$ cat config.mk
export PLATFORM = sky130hd
export DESIGN_NAME = cfg_sequencer
export DESIGN_NICKNAME = d
export VERILOG_FILES = /design/src/rtl/cfg_seq_pkg.sv /design/src/rtl/cfg_sync.sv /design/src/rtl/cfg_mode_capture.sv /design/src/rtl/cfg_fsm.sv /design/src/rtl/cfg_sequencer.sv
export SDC_FILE = /design/constraint.sdc
export NUM_CORES = 1
export LEC_CHECK = 0
export ABC_CLOCK_PERIOD_IN_PS = 1700
export BUFFER_PORTS_ARGS = -buffer_cell sky130_fd_sc_hd__buf_2
export CORE_MARGIN = 1
export CORE_UTILIZATION = 44
export DETAILED_ROUTE_END_ITERATION = 8
export PLACE_DENSITY = 0.72
export SYNTH_ARGS = -nofsm -noshare
export SYNTH_HDL_FRONTEND = slang
export SYNTH_HIERARCHICAL = 1
export SYNTH_SLANG_ARGS = --single-unit
$ cat constraint.sdc
create_clock -name clk -period 1.7 [get_ports clk]
set_clock_uncertainty 0.2 [all_clocks]
set_input_delay 0.085 -clock clk [delete_from_list [all_inputs] [get_ports clk]]
set_output_delay 0.085 -clock clk [all_outputs]
set_load 0.05 [all_outputs]
$ cat src/rtl/cfg_seq_pkg.sv
package cfg_seq_pkg;

    typedef enum logic [3:0] {
        CS_OFF,
        CS_ACK,
        CS_PROG_HOLD,
        CS_CLEAR,
        CS_INIT_HOLD,
        CS_MODE,
        CS_LOAD,
        CS_ABORT,
        CS_SU_DONE,
        CS_SU_IO,
        CS_USER
    } cfg_state_e;

    typedef struct packed {
        logic init_pull;
        logic done;
        logic io_en;
        logic gsr_release;
        logic clear_start;
        logic load_start;
        logic mode_cap;
    } cfg_ctl_t;

endpackage

$ cat src/rtl/cfg_sync.sv
module cfg_sync #(
    parameter int          WIDTH   = 4,
    parameter int          STAGES  = 2,
    parameter logic [WIDTH-1:0] RST_VAL = '0
) (
    input  logic             clk,
    input  logic             rst_n,
    input  logic [WIDTH-1:0] din,
    output logic [WIDTH-1:0] dout
);

    logic [WIDTH-1:0] chain [STAGES];

    for (genvar s = 0; s < STAGES; s++) begin : g_stage
        always_ff @(posedge clk or negedge rst_n) begin
            if (!rst_n) begin
                chain[s] <= RST_VAL;
            end else if (s == 0) begin
                chain[s] <= din;
            end else begin
                chain[s] <= chain[(s == 0) ? 0 : s-1];
            end
        end
    end

    assign dout = chain[STAGES-1];

endmodule

$ cat src/rtl/cfg_mode_capture.sv
module cfg_mode_capture #(
    parameter int MODE_W = 3
) (
    input  logic              clk,
    input  logic              rst_n,
    input  logic              cap_en,
    input  logic [MODE_W-1:0] mode_in,
    output logic [MODE_W-1:0] mode_q
);

    always_ff @(posedge clk or negedge rst_n) begin
        if (!rst_n) begin
            mode_q <= '0;
        end else if (cap_en) begin
            mode_q <= mode_in;
        end
    end

endmodule

$ cat src/rtl/cfg_fsm.sv
module cfg_fsm
    import cfg_seq_pkg::*;
(
    input  logic     clk,
    input  logic     rst_n,
    input  logic     pwr_ok,
    input  logic     reprog_s_n,
    input  logic     init_s,
    input  logic     clear_done,
    input  logic     load_done,
    input  logic     crc_ok,
    output cfg_ctl_t ctl
);

    cfg_state_e state, nxt;
    logic       early;

    // state register
    always_ff @(posedge clk or negedge rst_n) begin
        if (!rst_n) begin
            state <= CS_OFF;
        end else begin
            state <= nxt;
        end
    end

    // states that a reprogram request does not interrupt
    assign early = (state == CS_OFF) || (state == CS_ACK) || (state == CS_PROG_HOLD);

    // next-state logic
    always_comb begin
        nxt = state;
        if (!pwr_ok) begin
            nxt = CS_OFF;
        end else if (!reprog_s_n && !early) begin
            nxt = CS_ACK;
        end else begin
            unique case (state)
                CS_OFF:       nxt = CS_ACK;
                CS_ACK:       nxt = CS_PROG_HOLD;
                CS_PROG_HOLD: if (reprog_s_n) nxt = CS_CLEAR;
                CS_CLEAR:     if (clear_done) nxt = CS_INIT_HOLD;
                CS_INIT_HOLD: if (init_s) nxt = CS_MODE;
                CS_MODE:      nxt = CS_LOAD;
                CS_LOAD:      if (load_done) nxt = crc_ok ? CS_SU_DONE : CS_ABORT;
                CS_ABORT:     nxt = CS_ABORT;
                CS_SU_DONE:   nxt = CS_SU_IO;
                CS_SU_IO:     nxt = CS_USER;
                CS_USER:      nxt = CS_USER;
                default:      nxt = CS_OFF;
            endcase
        end
    end

    // output decode
    always_comb begin
        ctl = '0;
        unique case (state)
            CS_OFF, CS_ACK, CS_PROG_HOLD, CS_ABORT: begin
                ctl.init_pull = 1'b1;
            end
            CS_CLEAR: begin
                ctl.init_pull   = 1'b1;
                ctl.clear_start = 1'b1;
            end
            CS_INIT_HOLD: begin
                ctl.init_pull = 1'b0;
            end
            CS_MODE: begin
                ctl.mode_cap = (nxt == CS_LOAD);
            end
            CS_LOAD: begin
                ctl.load_start = 1'b1;
            end
            CS_SU_DONE: begin
                ctl.done = 1'b1;
            end
            CS_SU_IO: begin
                ctl.done  = 1'b1;
                ctl.io_en = 1'b1;
            end
            CS_USER: begin
                ctl.done        = 1'b1;
                ctl.io_en       = 1'b1;
                ctl.gsr_release = 1'b1;
            end
            default: begin
                ctl.init_pull = 1'b1;
            end
        endcase
    end

endmodule

$ cat src/rtl/cfg_sequencer.sv
module cfg_sequencer
    import cfg_seq_pkg::*;
#(
    parameter int MODE_W      = 3,
    parameter int SYNC_STAGES = 2
) (
    input  logic              clk,
    input  logic              rst_n,
    input  logic              pwr_io_ok,
    input  logic              pwr_core_ok,
    input  logic              reprog_n,
    input  logic              init_hold_n,
    input  logic [MODE_W-1:0] mode_pins,
    input  logic              clear_done,
    input  logic              load_done,
    input  logic              crc_ok,
    output logic              init_pull,
    output logic              init_level,
    output logic              cfg_done,
    output logic              io_en,
    output logic              gsr_release,
    output logic              clear_start,
    output logic              load_start,
    output logic [MODE_W-1:0] load_mode
);

    localparam int ASYNC_W = 4;

    logic [ASYNC_W-1:0] async_raw, async_s;
    cfg_ctl_t           ctl;

    assign async_raw = {pwr_io_ok, pwr_core_ok, reprog_n, init_hold_n};

    cfg_sync #(
        .WIDTH  (ASYNC_W),
        .STAGES (SYNC_STAGES),
        .RST_VAL(4'b0011)
    ) u_sync (
        .clk  (clk),
        .rst_n(rst_n),
        .din  (async_raw),
        .dout (async_s)
    );

    cfg_fsm u_fsm (
        .clk       (clk),
        .rst_n     (rst_n),
        .pwr_ok    (async_s[3] & async_s[2]),
        .reprog_s_n(async_s[1]),
        .init_s    (async_s[0]),
        .clear_done(clear_done),
        .load_done (load_done),
        .crc_ok    (crc_ok),
        .ctl       (ctl)
    );

    cfg_mode_capture #(
        .MODE_W(MODE_W)
    ) u_mode (
        .clk    (clk),
        .rst_n  (rst_n),
        .cap_en (ctl.mode_cap),
        .mode_in(mode_pins),
        .mode_q (load_mode)
    );

    // open-drain init line: released by the block AND released externally
    assign init_pull   = ctl.init_pull;
    assign init_level  = ~ctl.init_pull & init_hold_n;
    assign cfg_done    = ctl.done;
    assign io_en       = ctl.io_en;
    assign gsr_release = ctl.gsr_release;
    assign clear_start = ctl.clear_start;
    assign load_start  = ctl.load_start;

endmodule

==> results.sh, run 1 <==
export IMPL_grt_busiest_layer="met2"
export IMPL_required_ns=1.41
export IMPL_cp_depth=5
export IMPL_placed_cell_area_um2=884.6
export IMPL_gr_usage_met2=0.3194
export IMPL_grt_use_total=0.1927
export IMPL_hold_viol=0
export IMPL_reg2reg_to="u_mode/mode_q[1]"
export IMPL_clockBufferDepth=2
export IMPL_cts_buffers=3
export IMPL_p_leak_nw=0.5039
export IMPL_clock_latency_ns=0.29
export IMPL_p_per_area_nw_per_um2=608.0
export IMPL_r2r_slack_ns=0.10
export IMPL_crit_slowest_cell="dfrtp_1"
export IMPL_path_clk_slew_ns=0.10
export IMPL_ff_latch_area_um2=380.4
export IMPL_drv_cap=0
export IMPL_synth_nets=84
export IMPL_syn_avg_cell_area_um2=10.39
export IMPL_drtIter0Drc=6
export IMPL_grt_util_met1=0.2350
export IMPL_irDropWorstVdd_mv=0.5098
export IMPL_h_tree_depth=1
export IMPL_finalCriticalPeriod_ns=1.650
export IMPL_overflow=0
export IMPL_place_hpwl_mm=1.067
export IMPL_die_x_um=43.24
export IMPL_wl_mm=1.640
export IMPL_die_h_um=43.24
export IMPL_ys_warn_count=6
export IMPL_grt_met3_usage=0.04255
export IMPL_timing_final_crit_share=0.9703
export IMPL_r2r_cells=4
export IMPL_vias_per_cell=5.024
export IMPL_multi_input_area_um2=337.8
export IMPL_crit_path_max_incr_delay_ns=0.43
export IMPL_clock_sinks=15
export IMPL_crit_chain="buf_4, nand2_1, o21ai_2, nor2b_4, buf_6"
export IMPL_setup_worst_path_end_class="primary output"
export IMPL_cts_tree="done"
export IMPL_cts_root_buf="clkbuf_4"
export IMPL_area_growth_pct=45.82
export IMPL_grt_pass1_vias=606
export IMPL_vias=633
export IMPL_n_antenna_cell=0
export IMPL_cp_startpoint="u_fsm/state[0]"
export IMPL_setup_viol=0
export IMPL_die_area_um2=1869
export IMPL_worst_slew_pin_slew_ns=0.3329
export IMPL_grt_pass1_wl_mm=2.601
export IMPL_drc=0
export IMPL_antenna_left=0
export IMPL_placementRows=14
export IMPL_crit_buf_inv=2
export IMPL_cp_max_fo=6
export IMPL_relSlewSlack=0.7780
export IMPL_final_area_um2=1091
export IMPL_status="finished, final reports clean"
export IMPL_crit_family="flip-flops"
export IMPL_fillCellCount=114
export IMPL_cp_start_kind="flop"
export IMPL_ys_types=29
export IMPL_dr_pass1_iters=4
export IMPL_io_pins=22
export IMPL_synthCells=72
export IMPL_wl_per_cell_um=13.02
export IMPL_start_util=0.4854
export IMPL_gp_congestion=0.8348
export IMPL_ys_seq_elements=15
export IMPL_cp_arrival_ns=1.36
export IMPL_grt_max_degree=16
export IMPL_criticalPathCategory="flop to primary output"
export IMPL_syn_cell_area_um2=748.2
export IMPL_final_nets=123
export IMPL_rsz0062_at_grt="true"
export IMPL_slew_viol_final=0
export IMPL_io_buffers=21
export IMPL_ys_seq_area_frac=0.5084
export IMPL_drive_gt1_frac=0.5545
export IMPL_max_freq_ghz=0.6062
export IMPL_hold_path_class="primary input to async pin"
export IMPL_core_area_um2=1541
export IMPL_r2r_start="u_sync/dout[1]"
export IMPL_timing_hold_ws_ns=0.01185
export IMPL_antenna_found_initial=0
[cells by family after synthesis]
kind of cell / after synthesis / synth area share
AND/OR/NAND/NOR: 32 / 0.2442
flip-flops: 15 / 0.5084
buffers and inverters: 10 / 0.08361
multiplexers: 3 / 0.04515
AO/OA/AOI/OAI: 11 / 0.1037
adder cells (fa/ha/maj): 1 / 0.01505
[metrics by stage]
step / instances / setup TNS (ns) / worst slack, ns / power [mW] / util
after floorplan: 72 / 0 / 0.002942 / 0.4197 / -
after global placement: 108 / 0 / 0.1549 / 0.4409 / 0.5739
after detailed placement: 108 / 0 / 0.05404 / 0.4427 / 0.5739
after CTS: 124 / 0 / 0.007037 / 0.6678 / 0.6810
after global routing: 126 / -0.01131 / -0.01131 / 0.6924 / 0.7078
final: 126 / 0 / 0.05048 / 0.6633 / 0.7078
[metal layers]
layer  wire length [µm]  vias up
li1                   -      312
met1                736      300
met2                832       19
met3                 61        2
met4                  9        0
met5                  0        -
[sequential cells by signal, summed over array words and instances (netlist names)]
name,count
u_sync/dout,4
u_sync/chain,4
u_fsm/state,4
u_mode/mode_q,3
[what timing repair did]
action / 4_1_cts / 5_1_grt
gates resized for setup: 8 / 7
hold endpoints to repair: 23 / 0
pin swaps: 0 / 1
hold buffers: 10 / 0
buffers inserted: 2 / 2
endpoints found under the setup margin: 6 / 9
[placed cells by master (no fill, tap or decap), drive strengths merged, types with 2 or more instances in the layout]
master       synthesis  layout
buf                  7      31
dfrtp               11      11
dlygate4sd3          0      10
nor2                 7       7
nand2                7       7
nor2b                6       6
nor3                 5       5
dfstp                4       4
a21oi                4       4
clkbuf               0       3
mux2                 3       3
nand2b               3       3
inv                  3       3
o21ai                3       3
o311ai               2       2
and2                 2       2
[area by class of cell]
class | count | area share
Timing Repair Buffer | 41 | 0.2878
Clock buffer | 3 | 0.02064
Multi-Input combinational cell | 47 | 0.3096
Inverter | 3 | 0.01032
Sequential cell | 15 | 0.3486
Clock inverter | 1 | 0.004587
Tap cell | 16 | 0.01835
[cells in the mapped netlist, drive strengths merged]
| master | number | area (µm²) |
|---|---|---|
| a21oi | 4 | 23.77 |
| a221oi | 1 | 15.01 |
| and2 | 2 | 15.02 |
| and2b | 1 | 8.760 |
| buf | 7 | 51.30 |
| dfrtp | 11 | 275.3 |
| dfstp | 4 | 105.1 |
| inv | 3 | 11.26 |
| maj3 | 1 | 11.26 |
| mux2 | 3 | 33.78 |
| nand2 | 7 | 31.28 |
| nand2b | 3 | 18.77 |
| nand3 | 1 | 5.000 |
| nor2 | 7 | 26.28 |
| nor2b | 6 | 47.54 |
| nor3 | 5 | 30.03 |
| o21ai | 3 | 15.01 |
| o22ai | 1 | 6.260 |
| o311ai | 2 | 17.52 |
[how the worst max path moves through the flow]
| stage | to | slack (ns) |
|---|---|---|
| 2_1_floorplan | gsr_release | 0.003 |
| 3_3_place_gp | u_mode/mode_q[1] | 0.15 |
| 3_5_place_dp | u_mode/mode_q[1] | 0.05 |
| 4_1_cts | cfg_done | 0.007 |
| 5_1_grt | init_pull | -0.01 |
| 6_report | init_level | 0.05 |
[power breakdown]
| group | total, mW | leakage (nW) | internal, mW | switching [mW] |
|---|---|---|---|---|
| Sequential | 0.378 | 0.185 | 0.372 | 0.00521 |
| Combinational | 0.0799 | 0.301 | 0.0423 | 0.0375 |
| Clock | 0.206 | 0.0177 | 0.0874 | 0.119 |
| Total | 0.663 | 0.504 | 0.502 | 0.161 |
(Power assumes the default switching activity.)
==> run 2: changes to the inputs <==
--- a/config.mk
+++ b/config.mk
@@ -7,7 +7,7 @@
 export LEC_CHECK = 0
 export ABC_CLOCK_PERIOD_IN_PS = 1700
 export BUFFER_PORTS_ARGS = -buffer_cell sky130_fd_sc_hd__buf_2
-export CORE_MARGIN = 1
+export CORE_MARGIN = 3
 export CORE_UTILIZATION = 44
 export DETAILED_ROUTE_END_ITERATION = 8
 export PLACE_DENSITY = 0.72
==> run 2 against run 1 <==
  * Worst setup slack improved by 0.0084 ns
  * Critical path depth did not move
  * Non-clock buffer count fell by 6
  * First-iteration DRC count rose to 3.2 times the previous value
  * Critical endpoint unchanged
  * Largest cell class unchanged
  * Highest routed layer unchanged
==> results.sh, run 2 (synthesis gave the netlist of run 1 again) <==
export IMPL_worst_slew_pin_slew_ns=0.3283
export IMPL_final_nets=117
export IMPL_final_area_um2=1061
export IMPL_dr_pass1_iters=4
export IMPL_hold_viol=0
export IMPL_fin_ws_ns=0.05891
export IMPL_required_ns=1.41
export IMPL_grt_pass1_wl_mm=2.691
export IMPL_cp_max_fo=8
export IMPL_cts_buffers=3
export IMPL_relSlewSlack=0.7812
export IMPL_hold_path_class="primary input to async pin"
export IMPL_path_clk_slew_ns=0.09
export IMPL_cts_tree="done"
export IMPL_grt_pass1_vias=614
export IMPL_placementRows=14
export IMPL_io_pins=22
export IMPL_h_tree_depth=1
export IMPL_die_x_um=47.24
export IMPL_n_antenna_cell=0
export IMPL_wl_mm=1.560
export IMPL_crit_slowest_cell="dfrtp_1"
export IMPL_core_area_um2=1559
export IMPL_io_buffers=21
export IMPL_drv_cap=0
export IMPL_die_h_um=47.24
export IMPL_gp_congestion=0.8741
export IMPL_area_growth_pct=41.81
export IMPL_dp_slack_ns=0.1237
export IMPL_cts_root_buf="clkbuf_4"
export IMPL_cp_arrival_ns=1.36
export IMPL_place_hpwl_mm=1.051
export IMPL_p_leak_nw=0.4771
export IMPL_clock_latency_ns=0.28
export IMPL_clockBufferDepth=2
export IMPL_crit_path_frequent_cell="nor2b_4"
export IMPL_final_cell_mix="buf_2 (15), dfrtp_1 (10), dlygate4sd3_1 (8)"
export IMPL_clock_sinks=15
export IMPL_antenna_found_initial=0
export IMPL_stdcell_count=120
export IMPL_rsz0062_at_grt="true"
export IMPL_finalCriticalPeriod_ns=1.641
export IMPL_dp_cells=108
export IMPL_setup_worst_path_end_class="primary output"
export IMPL_p_per_area_nw_per_um2=614.3
export IMPL_status="finished, final reports clean"
export IMPL_irDropWorstVdd_mv=0.5329
export IMPL_crit_path_max_incr_delay_ns=0.39
export IMPL_wl_per_cell_um=13.00
export IMPL_die_area_um2=2231
export IMPL_grt_use_total=0.1785
export IMPL_grt_max_degree=16
export IMPL_slew_viol_final=0
export IMPL_timing_final_crit_share=0.9653
export IMPL_crit_chain="buf_4, nor2b_4, o21ai_2, nor2b_4, buf_6"
export IMPL_max_freq_ghz=0.6094
export IMPL_vias=615
export IMPL_cp_start_kind="flop"
export IMPL_setup_viol=0
export IMPL_finalCoreUtilization=0.6806
export IMPL_start_util=0.4799
export IMPL_drc=0
export IMPL_overflow=0
export IMPL_drtIter0Drc=19
export IMPL_drive_gt1_frac=0.5673
export IMPL_vias_per_cell=5.125
export IMPL_antenna_left=0
export IMPL_criticalPathCategory="flop to primary output"
export IMPL_placed_cell_area_um2=884.6
export IMPL_fillCellCount=109
export IMPL_final_common_cell="buf_2"
[run 2: final cells by class]
cell class / instances / area [µm²] / area share
clock inverter: 1 / 5.005 / 0.004717
timing repair buffer: 35 / 267.8 / 0.2524
inverter: 3 / 11.26 / 0.01061
multi-input combinational: 47 / 352.8 / 0.3325
clock buffer: 3 / 22.52 / 0.02123
sequential: 15 / 381.6 / 0.3597
tap: 16 / 20.02 / 0.01887
[run 2: per-stage QoR]
stage                      TNS, ns  hold WS (ns)  total power [mW]
final                            0       0.01840            0.6518
after global routing      -0.01346       0.02366            0.6953
after CTS                        0      0.007997            0.6624
after detailed placement         0       -0.1943            0.4430
after global placement           0       -0.1969            0.4410
after floorplan                  0       -0.4106            0.4197
[run 2: routing by layer]
layer,global-route usage,routed length [µm],vias up,part of all wire
li1,-,-,303,-
met1,0.2304,698,280,0.45
met2,0.2701,738,26,0.47
met3,0.04981,86,6,0.055
met4,0.09392,36,0,0.023
met5,0,0,-,0
[run 2: final timing paths]
path,from,depth (start not counted),slack (ns),end
min in group clk,clear_done,4,0.02,u_fsm/state[2]
min,rst_n,2,0.02,u_fsm/state[3]
max reg2reg,u_sync/dout[3],5,0.08,u_mode/mode_q[1]
min reg2reg,u_sync/chain[7],0,0.15,u_sync/dout[3]
max in group asynchronous,rst_n,2,0.98,u_sync/chain[5]
max,u_fsm/state[3],5,0.06,init_level
[run 2: repair_timing]
action | CTS | global route
gates cloned | 0 | 0
buffers inserted | 0 | 0
resized for setup | 10 | 9
hold buffers | 8 | 0
endpoints found under the hold margin | 22 | 0
pin swaps | 1 | 0
setup endpoints to repair | 5 | 6
[run 2: worst max-delay path: cells and delay by family (launching register included)]
family          cells  cell delay [ns]
compound gates      1             0.08
simple gates        2             0.25
buf+inv             2             0.34
flops               1             0.39
[run 2: where the power goes]
group / switching (mW) / internal [mW] / total [mW] / leakage [nW]
combinational: 0.0371 / 0.0388 / 0.0759 / 0.276
sequential: 0.00465 / 0.372 / 0.377 / 0.184
clock: 0.112 / 0.0873 / 0.199 / 0.0177
